### config.mk
export PLATFORM = sky130hd
export DESIGN_NAME = regwin_ctrl
export DESIGN_NICKNAME = d
export VERILOG_FILES = /design/src/rtl/regwin_pkg.sv /design/src/rtl/regwin_rst_sync.sv /design/src/rtl/regwin_decide.sv /design/src/rtl/regwin_state.sv /design/src/rtl/regwin_trap_reg.sv /design/src/rtl/regwin_ctrl.sv
export SDC_FILE = /design/constraint.sdc
export NUM_CORES = 1
export LEC_CHECK = 0
export BUFFER_PORTS_ARGS = -buffer_cell sky130_fd_sc_hd__buf_4
export CORE_ASPECT_RATIO = 1.1
export CORE_MARGIN = 4
export CORE_UTILIZATION = 25
export CTS_CLUSTER_SIZE = 25
export DETAILED_ROUTE_END_ITERATION = 6
export GPL_ROUTABILITY_DRIVEN = 0
export GPL_TIMING_DRIVEN = 0
export PLACE_DENSITY = 0.48
export REMOVE_ABC_BUFFERS = 1
export SLEW_MARGIN = 40
export SYNTH_ARGS = -nofsm -noshare
export SYNTH_HDL_FRONTEND = slang
export SYNTH_SLANG_ARGS = --single-unit
### constraint.sdc
create_clock -name clk -period 1 [get_ports clk]
set_input_delay 0.05 -clock clk [delete_from_list [all_inputs] [get_ports clk]]
set_output_delay 0.05 -clock clk [all_outputs]
set_load 0.05 [all_outputs]
### src/rtl/regwin_pkg.sv
package regwin_pkg;

  typedef enum logic [1:0] {
    OP_SAVE    = 2'd0,
    OP_RESTORE = 2'd1,
    OP_RETURN  = 2'd2,
    OP_RSVD    = 2'd3
  } win_op_e;

  typedef enum logic [1:0] {
    TK_SPILL    = 2'd0,
    TK_FILL     = 2'd1,
    TK_CLEAN    = 2'd2,
    TK_MISALIGN = 2'd3
  } trap_kind_e;

  typedef enum logic [2:0] {
    LS_CWP   = 3'd0,
    LS_FREE  = 3'd1,
    LS_REST  = 3'd2,
    LS_CLEAN = 3'd3,
    LS_OTHER = 3'd4,
    LS_WST   = 3'd5,
    LS_NONE6 = 3'd6,
    LS_NONE7 = 3'd7
  } ld_sel_e;

  localparam int WS_FIELD_W = 3;
  localparam int WS_W       = 2 * WS_FIELD_W;
  localparam int TT_W       = WS_FIELD_W + 2;

endpackage

### src/rtl/regwin_rst_sync.sv
module regwin_rst_sync (
  input  logic clk,
  input  logic rst_n,
  output logic rst_sync_n
);

  logic [1:0] sync_q;

  always_ff @(posedge clk or negedge rst_n) begin
    if (!rst_n) begin
      sync_q <= 2'b00;
    end else begin
      sync_q <= {sync_q[0], 1'b1};
    end
  end

  assign rst_sync_n = sync_q[1];

endmodule

### src/rtl/regwin_decide.sv
module regwin_decide
  import regwin_pkg::*;
#(
  parameter int NWIN  = 8,
  parameter int PTR_W = 3
) (
  input  logic                 op_valid,
  input  logic [1:0]           op_code,
  input  logic [1:0]           ret_lo,
  input  logic [PTR_W-1:0]     cwp,
  input  logic [PTR_W-1:0]     cansave,
  input  logic [PTR_W-1:0]     canrestore,
  input  logic [PTR_W-1:0]     cleanwin,
  input  logic [PTR_W-1:0]     otherwin,
  input  logic [WS_W-1:0]      wstate,
  output logic                 commit,
  output logic [PTR_W-1:0]     nxt_cwp,
  output logic [PTR_W-1:0]     nxt_cansave,
  output logic [PTR_W-1:0]     nxt_canrestore,
  output logic                 trap_hit,
  output trap_kind_e           trap_kind,
  output logic [TT_W-1:0]      trap_type
);

  localparam logic [PTR_W-1:0] PTR_LAST = PTR_W'(NWIN - 1);

  win_op_e                op;
  logic [PTR_W-1:0]       clean_gap;
  logic [WS_FIELD_W-1:0]  ws_field;
  logic [TT_W-1:0]        ws_type;
  logic [PTR_W-1:0]       cwp_up;
  logic [PTR_W-1:0]       cwp_dn;

  assign op        = win_op_e'(op_code);
  assign clean_gap = cleanwin - canrestore;
  assign ws_field  = (otherwin != '0) ? wstate[WS_W-1:WS_FIELD_W]
                                      : wstate[WS_FIELD_W-1:0];
  assign ws_type   = {ws_field, 2'b00};
  assign cwp_up    = (cwp == PTR_LAST) ? '0 : cwp + 1'b1;
  assign cwp_dn    = (cwp == '0) ? PTR_LAST : cwp - 1'b1;

  always_comb begin
    commit         = 1'b0;
    trap_hit       = 1'b0;
    trap_kind      = TK_SPILL;
    trap_type      = '0;
    nxt_cwp        = cwp;
    nxt_cansave    = cansave;
    nxt_canrestore = canrestore;
    if (op_valid) begin
      unique case (op)
        OP_SAVE: begin
          if (cansave == '0) begin
            trap_hit  = 1'b1;
            trap_kind = TK_SPILL;
            trap_type = ws_type;
          end else if (clean_gap == '0) begin
            trap_hit  = 1'b1;
            trap_kind = TK_CLEAN;
          end else begin
            commit         = 1'b1;
            nxt_cwp        = cwp_up;
            nxt_cansave    = cansave - 1'b1;
            nxt_canrestore = canrestore + 1'b1;
          end
        end
        OP_RESTORE, OP_RETURN: begin
          if (canrestore == '0) begin
            trap_hit  = 1'b1;
            trap_kind = TK_FILL;
            trap_type = ws_type;
          end else if (op == OP_RETURN && ret_lo != 2'b00) begin
            trap_hit  = 1'b1;
            trap_kind = TK_MISALIGN;
          end else begin
            commit         = 1'b1;
            nxt_cwp        = cwp_dn;
            nxt_cansave    = cansave + 1'b1;
            nxt_canrestore = canrestore - 1'b1;
          end
        end
        default: begin
          commit = 1'b0;
        end
      endcase
    end
  end

endmodule

### src/rtl/regwin_state.sv
module regwin_state
  import regwin_pkg::*;
#(
  parameter int NWIN  = 8,
  parameter int PTR_W = 3
) (
  input  logic             clk,
  input  logic             rst_n,
  input  logic             commit,
  input  logic [PTR_W-1:0] nxt_cwp,
  input  logic [PTR_W-1:0] nxt_cansave,
  input  logic [PTR_W-1:0] nxt_canrestore,
  input  logic             ld_en,
  input  logic [2:0]       ld_sel,
  input  logic [WS_W-1:0]  ld_data,
  output logic [PTR_W-1:0] cwp,
  output logic [PTR_W-1:0] cansave,
  output logic [PTR_W-1:0] canrestore,
  output logic [PTR_W-1:0] cleanwin,
  output logic [PTR_W-1:0] otherwin,
  output logic [WS_W-1:0]  wstate
);

  localparam logic [PTR_W-1:0] RST_FREE = PTR_W'(NWIN - 2);

  ld_sel_e          sel;
  logic [PTR_W-1:0] ld_cnt;
  logic             en_cwp, en_free, en_rest, en_clean, en_other, en_wst;
  logic [PTR_W-1:0] d_cwp, d_free, d_rest;

  assign sel    = ld_sel_e'(ld_sel);
  assign ld_cnt = ld_data[PTR_W-1:0];

  always_comb begin
    en_cwp   = commit;
    en_free  = commit;
    en_rest  = commit;
    en_clean = 1'b0;
    en_other = 1'b0;
    en_wst   = 1'b0;
    d_cwp    = nxt_cwp;
    d_free   = nxt_cansave;
    d_rest   = nxt_canrestore;
    if (ld_en) begin
      unique case (sel)
        LS_CWP:   begin en_cwp  = 1'b1; d_cwp  = ld_cnt; end
        LS_FREE:  begin en_free = 1'b1; d_free = ld_cnt; end
        LS_REST:  begin en_rest = 1'b1; d_rest = ld_cnt; end
        LS_CLEAN: en_clean = 1'b1;
        LS_OTHER: en_other = 1'b1;
        LS_WST:   en_wst   = 1'b1;
        default:  en_wst   = 1'b0;
      endcase
    end
  end

  always_ff @(posedge clk or negedge rst_n) begin
    if (!rst_n) begin
      cwp        <= '0;
      cansave    <= RST_FREE;
      canrestore <= '0;
      cleanwin   <= RST_FREE;
      otherwin   <= '0;
      wstate     <= '0;
    end else begin
      if (en_cwp)   cwp        <= d_cwp;
      if (en_free)  cansave    <= d_free;
      if (en_rest)  canrestore <= d_rest;
      if (en_clean) cleanwin   <= ld_cnt;
      if (en_other) otherwin   <= ld_cnt;
      if (en_wst)   wstate     <= ld_data;
    end
  end

endmodule

### src/rtl/regwin_trap_reg.sv
module regwin_trap_reg
  import regwin_pkg::*;
(
  input  logic            clk,
  input  logic            rst_n,
  input  logic            trap_hit,
  input  trap_kind_e      kind_d,
  input  logic [TT_W-1:0] type_d,
  output logic            trap_valid,
  output logic [1:0]      trap_kind,
  output logic [TT_W-1:0] trap_type
);

  always_ff @(posedge clk or negedge rst_n) begin
    if (!rst_n) begin
      trap_valid <= 1'b0;
      trap_kind  <= 2'b00;
      trap_type  <= '0;
    end else begin
      trap_valid <= trap_hit;
      if (trap_hit) begin
        trap_kind <= kind_d;
        trap_type <= type_d;
      end
    end
  end

endmodule

### src/rtl/regwin_ctrl.sv
module regwin_ctrl
  import regwin_pkg::*;
#(
  parameter int NWIN   = 8,
  parameter int ADDR_W = 32,
  parameter int PTR_W  = $clog2(NWIN)
) (
  input  logic              clk,
  input  logic              rst_n,
  input  logic              op_valid,
  input  logic [1:0]        op_code,
  input  logic [ADDR_W-1:0] ret_target,
  input  logic              ld_valid,
  input  logic [2:0]        ld_sel,
  input  logic [5:0]        ld_data,
  output logic [PTR_W-1:0]  cwp,
  output logic [PTR_W-1:0]  cansave,
  output logic [PTR_W-1:0]  canrestore,
  output logic [PTR_W-1:0]  cleanwin,
  output logic [PTR_W-1:0]  otherwin,
  output logic [5:0]        wstate,
  output logic              trap_valid,
  output logic [1:0]        trap_kind,
  output logic [4:0]        trap_type
);

  logic             rst_int_n;
  logic             commit;
  logic [PTR_W-1:0] nxt_cwp, nxt_cansave, nxt_canrestore;
  logic             trap_hit;
  trap_kind_e       kind_d;
  logic [TT_W-1:0]  type_d;
  logic             ld_en;
  logic [ADDR_W-3:0] ret_hi_unused;

  assign ret_hi_unused = ret_target[ADDR_W-1:2];
  assign ld_en         = ld_valid & ~op_valid;

  regwin_rst_sync u_rst (
    .clk        (clk),
    .rst_n      (rst_n),
    .rst_sync_n (rst_int_n)
  );

  regwin_decide #(.NWIN(NWIN), .PTR_W(PTR_W)) u_dec (
    .op_valid       (op_valid),
    .op_code        (op_code),
    .ret_lo         (ret_target[1:0]),
    .cwp            (cwp),
    .cansave        (cansave),
    .canrestore     (canrestore),
    .cleanwin       (cleanwin),
    .otherwin       (otherwin),
    .wstate         (wstate),
    .commit         (commit),
    .nxt_cwp        (nxt_cwp),
    .nxt_cansave    (nxt_cansave),
    .nxt_canrestore (nxt_canrestore),
    .trap_hit       (trap_hit),
    .trap_kind      (kind_d),
    .trap_type      (type_d)
  );

  regwin_state #(.NWIN(NWIN), .PTR_W(PTR_W)) u_st (
    .clk            (clk),
    .rst_n          (rst_int_n),
    .commit         (commit),
    .nxt_cwp        (nxt_cwp),
    .nxt_cansave    (nxt_cansave),
    .nxt_canrestore (nxt_canrestore),
    .ld_en          (ld_en),
    .ld_sel         (ld_sel),
    .ld_data        (ld_data),
    .cwp            (cwp),
    .cansave        (cansave),
    .canrestore     (canrestore),
    .cleanwin       (cleanwin),
    .otherwin       (otherwin),
    .wstate         (wstate)
  );

  regwin_trap_reg u_trap (
    .clk        (clk),
    .rst_n      (rst_int_n),
    .trap_hit   (trap_hit),
    .kind_d     (kind_d),
    .type_d     (type_d),
    .trap_valid (trap_valid),
    .trap_kind  (trap_kind),
    .trap_type  (trap_type)
  );

endmodule

==> metrics.txt <==
final setup margin=-990.3 ps; Pwr Density=3157 mW/mm²; Seq/Total Area, Yosys=36.89%; Clock H-tree levels=2; Max VDD drop=1213 µV; dpl hpwl=4.397 mm; number of remaining DRC errors=0; DR pass1 iterations=4; flops & latches, synth=29; leakage=0.001299 µW; DRT Wirelength=6.376 mm; Hold Startpoint=ld_data[0]; Distinct cells, synth=55; Syn Area/Cell=9.805 µm²; synthesis-to-layout area growth=56.60%; R2R cell count=6; post-DR wirelength/cell=16.82 µm; Buffers on Ports=43; cell area after layout=0.003102 mm²; R2R Setup Slk=-990 ps; Max transition margin=40.62%; core area=0.007597 mm²; post-route ant nets=0; Syn. warnings=0; total track usage=13.75%; DR vias=1886; Least-Margin Pin Slew=881.4 ps; vias in the first global route=2008; Pins Over Slew Limit=0; Setup Skew=4.848 ps; Root Buffer=clkbuf_8; first-pass GRT wire length=10.18 mm; hold depth=3; Final Hold Vio Count=0; Total Die Area=0.009412 mm²; CP Capture Type=register; Clock Latency Late Sink=280 ps; critical path launch point type=register; CTS max path bufs=2; antenna violations before repair=0; Power, Total=9793 µW; arrival time at the worst endpoint=2150 ps; CTS sink cnt=29; Iteration-0 DRC Markers=124; violated checks=negative setup slack; reg2reg end=u_st.canrestore[2]; MaxCap Viol Count=0; Worst Hold Class=in2reg; Hold EP=u_st.cleanwin[0]; pin count of the biggest net entering global routing=28; clk slew on worst S/H paths=70 ps; Antenna diodes=0; status=complete, but fails checks; Post-synth top flop=dfrtp_1; pre-CTS WS=-1432 ps; RSZ-0062 raised after global routing=true; Die Height=101.4 µm; post-route clock period utilization=199.0%; share of cells above drive strength 1=50.36%; # nets final=335; type of the worst setup path=reg2reg; Post-synth EDFFs=0; # setup viols final=22; FP Rows=33; Worst R2R Start=u_st.cleanwin[1]; placed instance area=0.002391 mm²; vias per cell=4.976; CTS tree=built; Num CTS Buffers=5; async set-reset flop share out of synthesis=100.0%; Post-Syn Instances=202; CP max FO=5; total gr overflow=0; setup tns final=-13850 ps; Die Span X=92.87 µm; Max Fclk=0.5024 GHz; Starting Density=26.07%; Crit path required time=1160 ps; Synth Cell Area=0.001981 mm²; min Tclk post-route=1990 ps; I/O pins=76
[logic make-up (layout without fill, tap and decap cells)]
| logic type | after synthesis | count (layout) | share of synthesized area, % |
|---|---|---|---|
| buffers and inverters | 21 | 92 | 5.117 |
| adder cells (fa/ha/maj) | 15 | 15 | 9.476 |
| other | 2 | 3 | 0.3792 |
| flip-flops | 29 | 29 | 36.89 |
| AND/OR/NAND/NOR | 63 | 63 | 16.55 |
| multiplexers | 14 | 14 | 7.770 |
| AO/OA/AOI/OAI | 55 | 55 | 21.73 |
| XOR/XNOR | 3 | 3 | 2.085 |
[cell usage after synthesis, types with 5 or more instances]
master	count	area, µm²
mux2_2	10	112.6
nand2_1	15	56.30
ha_1	15	187.7
nor2_1	11	41.29
nor3_1	7	35.03
nand2b_1	5	31.28
o21ai_0	11	55.05
dfrtp_1	25	625.6
a21oi_1	7	35.03
inv_1	14	52.55
nor2b_1	5	31.28
[final cells by class]
| type | count | area (µm²) |
|---|---|---|
| well taps | 105 | 131.4 |
| flip-flops and latches | 29 | 735.7 |
| inverters | 14 | 52.55 |
| repair buffers | 70 | 619.3 |
| clock buffers | 7 | 86.33 |
| clock inverters | 1 | 30.03 |
| fillers | 761 | 4496 |
| multi-input cells | 153 | 1446 |
[routing by layer]
metal	track usage [%]	routed length [µm]	up-vias
met3	3.418	380	12
met1	16.45	2697	911
li1	-	-	889
met5	0	0	-
met4	5.073	114	0
met2	23.88	3183	74
[flip-flops by register name, indices dropped and copies added, names as in the netlist]
register           count
u_st.wstate            6
u_st.canrestore        3
u_st.cansave           3
u_st.cleanwin          3
u_st.cwp               3
u_st.otherwin          3
u_trap.trap_type       3
u_rst.sync_q           2
u_trap.trap_kind       2
u_trap.trap_valid      1
[critical path, cell delays in order, from the launching register on]
cell and delay [ps]:
dfstp_2 570, ha_4 230, nand2_8 70, and3b_2 260, o31ai_4 270, a21oi_2 120, a221o_2 360
[power breakdown]
group          leakage (µW)  switching [µW]  internal, µW
combinational      0.000894            3690          2770
clock             0.0000585             491           812
sequential         0.000347             433          1600
total               0.00130            4610          5180
[cells in the final DEF, fill, tap and decap left out, types with 3 or more instances in the layout]
cell,Yosys,final
a21oi_1,7,5
buf_4,2,52
buf_6,2,7
buf_8,0,6
clkbuf_8,0,6
conb_1,2,3
dfrtp_1,25,21
dfrtp_2,0,4
dfstp_2,4,4
dlygate4sd3_1,0,4
ha_1,15,11
ha_4,0,3
inv_1,14,10
inv_2,0,4
mux2_2,10,10
mux2i_1,3,3
nand2_1,15,12
nand2b_1,5,4
nand3_1,4,3
nand4_1,3,3
nor2_1,11,9
nor2b_4,0,3
nor3_1,7,5
o21ai_0,11,11
o41ai_1,4,4
[how the worst max path moves through the flow]
stage                             startpoint                  to  slack, ps
after floorplan           u_st.canrestore[1]  u_st.canrestore[2]      -1450
after global placement    u_st.canrestore[1]  u_st.canrestore[2]      -1430
after detailed placement  u_st.canrestore[1]     u_st.cansave[0]      -1430
after CTS                   u_st.cleanwin[1]  u_st.canrestore[2]       -970
after global routing        u_st.cleanwin[2]         u_st.cwp[2]      -1040
final                       u_st.cleanwin[1]  u_st.canrestore[2]       -990
[what timing repair did]
item	in CTS	in global routing
pin swaps	19	7
setup endpoints to repair	33	28
hold endpoints to repair	5	0
hold buffers	4	0
buffers inserted	20	3
resized for setup	61	20
[metrics by stage]
| step | util (%) | hold slack, ps | instances |
|---|---|---|---|
| finish | 40.83 | 57.37 | 379 |
| global route | 40.83 | 72.01 | 379 |
| CTS | 39.33 | 44.61 | 376 |
| detailed placement | 31.47 | -166.0 | 344 |
| global placement | 31.46 | -166.3 | 344 |
| floorplan | - | -245.6 | 196 |
Note: power is estimated with default switching activity, not from simulation.
